$ cat src/rtl/serfmt_pkg.sv
package serfmt_pkg;

   // Half-bit ticks per serial bit slot; the bit-clock phase steps rely on 2.
   localparam int unsigned TICKS_PER_SLOT = 2;

   typedef struct packed {
      logic       pat_alt;
      logic       pat_sync;
      logic       twos;
      logic       msb_first;
      logic       sdr;
      logic       sdr_fall;
      logic [1:0] phase;
   } serfmt_cfg_t;

   localparam serfmt_cfg_t CFG_RESET = '{
      pat_alt:   1'b0,
      pat_sync:  1'b0,
      twos:      1'b0,
      msb_first: 1'b0,
      sdr:       1'b0,
      sdr_fall:  1'b0,
      phase:     2'd1
   };

endpackage

$ cat src/rtl/serfmt_frame_ctr.sv
module serfmt_frame_ctr #(
   parameter int unsigned DDR_TICKS = 20,
   parameter int unsigned SDR_TICKS = 24,
   parameter int unsigned CNT_W     = 5
) (
   input  logic             clk,
   input  logic             rst_n,
   input  logic             sdr_mode,
   output logic [CNT_W-1:0] tick_o,
   output logic             wrap_o
);

   localparam logic [CNT_W-1:0] DDR_LAST = CNT_W'(DDR_TICKS - 1);
   localparam logic [CNT_W-1:0] SDR_LAST = CNT_W'(SDR_TICKS - 1);

   logic [CNT_W-1:0] tick_q;
   logic [CNT_W-1:0] last_tick;

   assign last_tick = sdr_mode ? SDR_LAST : DDR_LAST;
   assign wrap_o    = (tick_q == last_tick);
   assign tick_o    = tick_q;

   always_ff @(posedge clk) begin
      if (!rst_n) begin
         tick_q <= '0;
      end else if (wrap_o) begin
         tick_q <= '0;
      end else begin
         tick_q <= tick_q + 1'b1;
      end
   end

endmodule

$ cat src/rtl/serfmt_bit_sel.sv
module serfmt_bit_sel
   import serfmt_pkg::*;
#(
   parameter int unsigned SAMPLE_W = 10,
   parameter int unsigned SLOT_W   = 4
) (
   input  serfmt_cfg_t         cfg,
   input  logic [SAMPLE_W-1:0] word,
   input  logic [SLOT_W-1:0]   slot,
   output logic                bit_o
);

   localparam logic [SAMPLE_W-1:0] SIGN_FLIP  = {1'b1, {(SAMPLE_W-1){1'b0}}};
   localparam logic [SLOT_W-1:0]   DATA_SLOTS = SLOT_W'(SAMPLE_W);
   localparam logic [SLOT_W-1:0]   SYNC_ONES  = SLOT_W'(SAMPLE_W / 2);

   logic [SAMPLE_W-1:0] coded;
   logic [SAMPLE_W-1:0] reversed;
   logic [SAMPLE_W-1:0] ordered;
   logic                data_bit;
   logic                in_data;

   // Offset binary to two's complement: flip the top bit only.
   assign coded = cfg.twos ? (word ^ SIGN_FLIP) : word;

   for (genvar k = 0; k < SAMPLE_W; k++) begin : g_rev
      assign reversed[k] = coded[SAMPLE_W-1-k];
   end

   assign ordered = cfg.msb_first ? reversed : coded;

   always_comb begin
      data_bit = 1'b0;
      for (int k = 0; k < SAMPLE_W; k++) begin
         if (slot == SLOT_W'(k)) begin
            data_bit = ordered[k];
         end
      end
   end

   assign in_data = (slot < DATA_SLOTS);

   // Padding slots are low; deskew outranks sync, sync outranks data.
   always_comb begin
      if (!in_data) begin
         bit_o = 1'b0;
      end else if (cfg.pat_alt) begin
         bit_o = slot[0];
      end else if (cfg.pat_sync) begin
         bit_o = (slot < SYNC_ONES);
      end else begin
         bit_o = data_bit;
      end
   end

endmodule

$ cat src/rtl/serfmt_clk_gen.sv
module serfmt_clk_gen
   import serfmt_pkg::*;
#(
   parameter int unsigned DDR_TICKS = 20,
   parameter int unsigned SDR_TICKS = 24,
   parameter int unsigned CNT_W     = 5
) (
   input  serfmt_cfg_t      cfg,
   input  logic [CNT_W-1:0] tick,
   output logic             bclk_o,
   output logic             fclk_o
);

   localparam logic [CNT_W-1:0] DDR_HALF = CNT_W'(DDR_TICKS / 2);
   localparam logic [CNT_W-1:0] SDR_HALF = CNT_W'(SDR_TICKS / 2);

   logic [1:0] quad;

   // Frame marker: high through the first half of the frame.
   assign fclk_o = (tick < (cfg.sdr ? SDR_HALF : DDR_HALF));

   // Double rate: four-tick bit clock, delayed by phase quarter periods.
   assign quad = tick[1:0] - cfg.phase;

   // Single rate: one bit-clock period per slot, edge chosen mid-bit.
   assign bclk_o = cfg.sdr ? (tick[0] ^ cfg.sdr_fall) : ~quad[1];

endmodule

$ cat src/rtl/adc_lane_serializer.sv
module adc_lane_serializer
   import serfmt_pkg::*;
#(
   parameter int unsigned SAMPLE_W  = 10,
   parameter int unsigned SDR_SLOTS = 12,
   parameter bit          OUT_REG   = 1'b0
) (
   input  logic                clk,
   input  logic                rst_n,
   input  logic [SAMPLE_W-1:0] sample_i,
   input  logic                twos_i,
   input  logic                msb_first_i,
   input  logic                sdr_i,
   input  logic                sdr_fall_i,
   input  logic [1:0]          phase_i,
   input  logic                pat_alt_i,
   input  logic                pat_sync_i,
   output logic                ser_o,
   output logic                bclk_o,
   output logic                fclk_o
);

   localparam int unsigned DDR_TICKS = SAMPLE_W * TICKS_PER_SLOT;
   localparam int unsigned SDR_TICKS = SDR_SLOTS * TICKS_PER_SLOT;
   localparam int unsigned CNT_W     = $clog2(SDR_TICKS);
   localparam int unsigned SLOT_W    = CNT_W - 1;

   // Elaboration-time parameter checks.
   if (SAMPLE_W < 2 || (SAMPLE_W % 2) != 0) begin : g_bad_sample_w
      $error("SAMPLE_W must be even and at least 2");
   end
   if (SDR_SLOTS < SAMPLE_W || (SDR_SLOTS % 2) != 0) begin : g_bad_sdr_slots
      $error("SDR_SLOTS must be even and not below SAMPLE_W");
   end
   if (TICKS_PER_SLOT != 2) begin : g_bad_ticks
      $error("phase generation assumes two ticks per slot");
   end

   serfmt_cfg_t         cfg_in;
   serfmt_cfg_t         cfg_q;
   logic [SAMPLE_W-1:0] word_q;
   logic [CNT_W-1:0]    tick_w;
   logic                wrap_w;
   logic [SLOT_W-1:0]   slot_w;
   logic                ser_c;
   logic                bclk_c;
   logic                fclk_c;

   always_comb begin
      cfg_in           = CFG_RESET;
      cfg_in.pat_alt   = pat_alt_i;
      cfg_in.pat_sync  = pat_sync_i;
      cfg_in.twos      = twos_i;
      cfg_in.msb_first = msb_first_i;
      cfg_in.sdr       = sdr_i;
      cfg_in.sdr_fall  = sdr_fall_i;
      cfg_in.phase     = phase_i;
   end

   // Settings and sample change only at the frame boundary.
   always_ff @(posedge clk) begin
      if (!rst_n) begin
         cfg_q  <= CFG_RESET;
         word_q <= '0;
      end else if (wrap_w) begin
         cfg_q  <= cfg_in;
         word_q <= sample_i;
      end
   end

   serfmt_frame_ctr #(
      .DDR_TICKS (DDR_TICKS),
      .SDR_TICKS (SDR_TICKS),
      .CNT_W     (CNT_W)
   ) u_ctr (
      .clk      (clk),
      .rst_n    (rst_n),
      .sdr_mode (cfg_q.sdr),
      .tick_o   (tick_w),
      .wrap_o   (wrap_w)
   );

   assign slot_w = tick_w[CNT_W-1:1];

   serfmt_bit_sel #(
      .SAMPLE_W (SAMPLE_W),
      .SLOT_W   (SLOT_W)
   ) u_sel (
      .cfg   (cfg_q),
      .word  (word_q),
      .slot  (slot_w),
      .bit_o (ser_c)
   );

   serfmt_clk_gen #(
      .DDR_TICKS (DDR_TICKS),
      .SDR_TICKS (SDR_TICKS),
      .CNT_W     (CNT_W)
   ) u_clk (
      .cfg    (cfg_q),
      .tick   (tick_w),
      .bclk_o (bclk_c),
      .fclk_o (fclk_c)
   );

   if (OUT_REG) begin : g_oreg
      logic ser_q, bclk_q, fclk_q;
      always_ff @(posedge clk) begin
         if (!rst_n) begin
            ser_q  <= 1'b0;
            bclk_q <= 1'b0;
            fclk_q <= 1'b0;
         end else begin
            ser_q  <= ser_c;
            bclk_q <= bclk_c;
            fclk_q <= fclk_c;
         end
      end
      assign ser_o  = ser_q;
      assign bclk_o = bclk_q;
      assign fclk_o = fclk_q;
   end else begin : g_comb
      assign ser_o  = ser_c;
      assign bclk_o = bclk_c;
      assign fclk_o = fclk_c;
   end

endmodule

$ cat config.mk
export PLATFORM = sky130hd
export DESIGN_NAME = adc_lane_serializer
export DESIGN_NICKNAME = d
export VERILOG_FILES = /design/src/rtl/serfmt_pkg.sv /design/src/rtl/serfmt_frame_ctr.sv /design/src/rtl/serfmt_bit_sel.sv /design/src/rtl/serfmt_clk_gen.sv /design/src/rtl/adc_lane_serializer.sv
export SDC_FILE = /design/constraint.sdc
export NUM_CORES = 1
export LEC_CHECK = 0
export BUFFER_PORTS_ARGS = -buffer_cell sky130_fd_sc_hd__buf_2
export CAP_MARGIN = 20
export CELL_PAD_IN_SITES_DETAIL_PLACEMENT = 0
export CELL_PAD_IN_SITES_GLOBAL_PLACEMENT = 2
export CORE_AREA = 2 2 50 99
export DETAILED_ROUTE_END_ITERATION = 6
export DIE_AREA = 0 0 52 101
export PLACE_DENSITY = 0.76
export SLEW_MARGIN = 15
export SYNTH_ARGS = -nofsm -noshare
export SYNTH_HDL_FRONTEND = slang
export SYNTH_SLANG_ARGS = --single-unit
$ cat constraint.sdc
create_clock -name clk -period 3.6 [get_ports clk]
set_input_delay 0.54 -clock clk [delete_from_list [all_inputs] [get_ports clk]]
set_output_delay 0.54 -clock clk [all_outputs]
set_load 0.005 [all_outputs]
==> summary.md <==
| Metric | Value |
|---|---|
| CP max stage cell | dfxtp_1 |
| CP endpoint kind | primary output |
| Initial antenna violation count | 0 |
| HP Class | flip-flop to flip-flop |
| First-pass GRT wire length | roughly 4.8 mm |
| CP max FO | 15 |
| Final Hold Viols | 0 |
| Final Cell Area | approximately 1400 um^2 |
| Via density | approximately 4.7 |
| Status | finished clean |
| # clock sinks | 23 |
| Worst setup SP type | flip-flop |
| Hpwl dp | approximately 1.9 mm |
| Final Setup Violations | 0 |
| Buffers & Inverters on Critical Path | 1 |
| Max-slew headroom | 0.536 |
| Mapped cell area | roughly 1300 um^2 |
| Synth-to-layout area growth | 9.82% |
| CTS Hold Bufs | 0 |
| Fraction of the yosys area taken by sequential cells | 0.351 |
| Synth Register Bits | 23 |
| Synth unique cells | 38 |
| Post-CTS setup buffers | 0 |
| Final Cycle Share | 0.761 |
| Root Buffer | clkbuf_8 |
| Final wirelength | ~2.7 mm |
| Post-route DRC violation count | 0 |
| Skew-Pair Late Insertion Delay | between 0.2 and 0.3 ns |
| I/O Pins | 23 |
| Logic gate share of total power | 0.094 |
| RSZ-0062 raised after global routing | false |
| Crit-path max cell delay | 0.73 ns |
| CTS tree | yes |
| Placed cell area | 1400 um^2 |
| Crit path max-delay family | flip-flops |
| Synth Net Count | 178 |
| Total power | around 0.00047 W |
| Seq pwr share | 0.571 |
| Vias in the first global route | 1019 |
| LEAKAGE | just over 0.5 nW |
| Die Wd | around 52 um |
| Worst EP required | 3.06 ns |
| VDD IR max | between 0.00015 and 0.0002 V |
| Worst EP arrival | 2.20 ns |
| Min Clock Period, post-route | 2.74 ns |
| Max Clk Rate | roughly 360 MHz |
| P_int | 0.000359 W |
| Pwr Density | 325 nW/um^2 |
| H-tree lvl count | 1 |
| YS warnings | 0 |
| Share of the synthesized area in the top cell type | 0.351 |
| Via count | 1063 |
| Skew final | 0.00171 ns |
| Die H | a little over 100 um |
| First drt pass iteration count | 3 |
| Port bufs | 22 |
| Syn Inst Count | about 160 |
| Max Slew Vio Count | 0 |
| Max cap viols | 0 |
| Rows | 35 |
| Initial Utilization | 0.291 |
| Cts repair resizes | 0 |
| NumNets Final | roughly 190 |
| Syn_area_per_cell | around 8.4 um^2 |
| Cell taking the most area after synthesis | dfxtp_1 |
| Largest net degree at the start of global routing | 22 |
| CTS clk-pin slew, worst paths | ~0.080 ns |
| Clk buf depth | 2 |
| Post-route ant nets | 0 |
| Fraction of layout cells with a size suffix above 1 | 0.181 |
| GP Congestion | 0.847 |
| Clk pwr share | 0.335 |
| Sw Ratio | 0.234 |
| Crit path kind | flip-flop to primary output |
| Iteration-0 DRC Markers | 15 |
| Die Area | 5250 um^2 |
| Area contributors post-synth | dfxtp_1 35%, nand2_1 11%, a21boi_0 9.7% |
| Total CTS buffers | 3 |
| Core ar. | roughly 4500 um^2 |
| Global route total overflow | 0 |
| Hold slack final | approximately 0.46 ns |
| Tot GR Track Use | 0.118 |
| Worst slew pin tran | ~0.7 ns |
| Setup TNS | 0 ns |
| N_diodes | 0 |
| Worst-path cell chain | mux2i_1 > nor4b_1 > nor3b_1 > o41a_1 > o41ai_2 > buf_2 |
| WL per Instance | between 10 and 15 um |
| Sw Pwr | approximately 0.00011 W |
## metrics by stage
step | cells | worst slack [ns] | utilization
4_1_cts | 226 | 0.833 | 0.320
6_report | 226 | 0.860 | 0.320
3_3_place_gp | 222 | 1.16 | 0.309
3_5_place_dp | 222 | 1.12 | 0.309
5_1_grt | 226 | 0.592 | 0.320
2_1_floorplan | 156 | 1.63 | -
## cells in the mapped netlist, drive strengths merged
library cell / count
a21boi: 17
a21oi: 6
a22oi: 2
a31oi: 3
a32oi: 1
and3: 2
and4b: 1
buf: 7
clkbuf: 5
dfxtp: 23
ha: 2
inv: 3
mux2i: 5
mux4: 1
nand2: 40
nand2b: 1
nand3: 3
nand3b: 3
nand4b: 1
nor2: 8
nor2b: 2
nor3b: 2
nor4: 1
nor4b: 1
o21ai: 6
o21bai: 1
o41a: 1
o41ai: 1
or2b: 1
xnor2: 4
xor2: 2
## final timing paths
path                                            startpoint                endpoint  slack, ns  depth (start not counted)
worst max-delay path            u_ctr.tick_o[1]$_SDFF_PP0_                   ser_o       0.86                          6
worst min-delay path                 cfg_q[0]$_SDFFE_PN1P_   cfg_q[0]$_SDFFE_PN1P_       0.46                          2
worst max register to register  u_ctr.tick_o[1]$_SDFF_PP0_  word_q[2]$_SDFFE_PN0P_       1.45                          4
worst min register to register       cfg_q[0]$_SDFFE_PN1P_   cfg_q[0]$_SDFFE_PN1P_       0.46                          2
## logic make-up (layout without fill, tap and decap cells)
group                    Yosys count  after routing  synth area share
AND/OR/NAND/NOR                   66             66             0.234
flip-flops                        23             23             0.351
XOR/XNOR                           6              6            0.0400
buffers and inverters             15             30            0.0915
adder cells (fa/ha/maj)            2              2            0.0191
AO/OA/AOI/OAI                     38             38             0.207
multiplexers                       6              6            0.0582
## state kept, by name (all words and copies together) (netlist names)
register and flops:
word_q 10, cfg_q 8, u_ctr.tick_o 5
## layout by cell type (no fill, tap or decap), types with 3 or more instances in the layout
cell / netlist / layout
dfxtp_1: 23 / 23
a21oi_1: 6 / 6
nand3b_1: 3 / 3
nand3_1: 3 / 3
a21boi_0: 17 / 17
nand2_1: 40 / 40
nor2_1: 8 / 8
buf_2: 2 / 22
o21ai_0: 5 / 5
xnor2_1: 4 / 4
clkbuf_8: 1 / 3
mux2i_1: 5 / 5
## area by class of cell
cell class / instances / area (um^2)
clock inverter: 1 / 5.00
sequential: 23 / 460
timing repair buffer: 23 / 118
fill: 495 / 3070
tap: 55 / 68.8
clock buffer: 3 / 41.3
inverter: 3 / 16.3
multi-input combinational: 118 / 732
## power groups by stage
stage | logic (W) | registers (W) | clock network, W
final | 0.0000440 | 0.000268 | 0.000157
after global routing | 0.0000516 | 0.000269 | 0.000180
after CTS | 0.0000451 | 0.000268 | 0.000169
after detailed placement | 0.0000448 | 0.000274 | 0
after global placement | 0.0000441 | 0.000274 | 0
after floorplan | 0.0000428 | 0.000266 | 0
## worst min-delay path: cells and delay by family (launching register included)
| kind | cells | cell delay [ns] |
|---|---|---|
| simple gates | 2 | 0.11 |
| flops | 1 | 0.32 |
## routing by layer
layer	routed length, um	GRT usage
met1	1320	0.158
met2	1280	0.186
met3	72	0.0178
met4	25	0.0486
met5	0	0
Power figures use the tool's default switching activity.
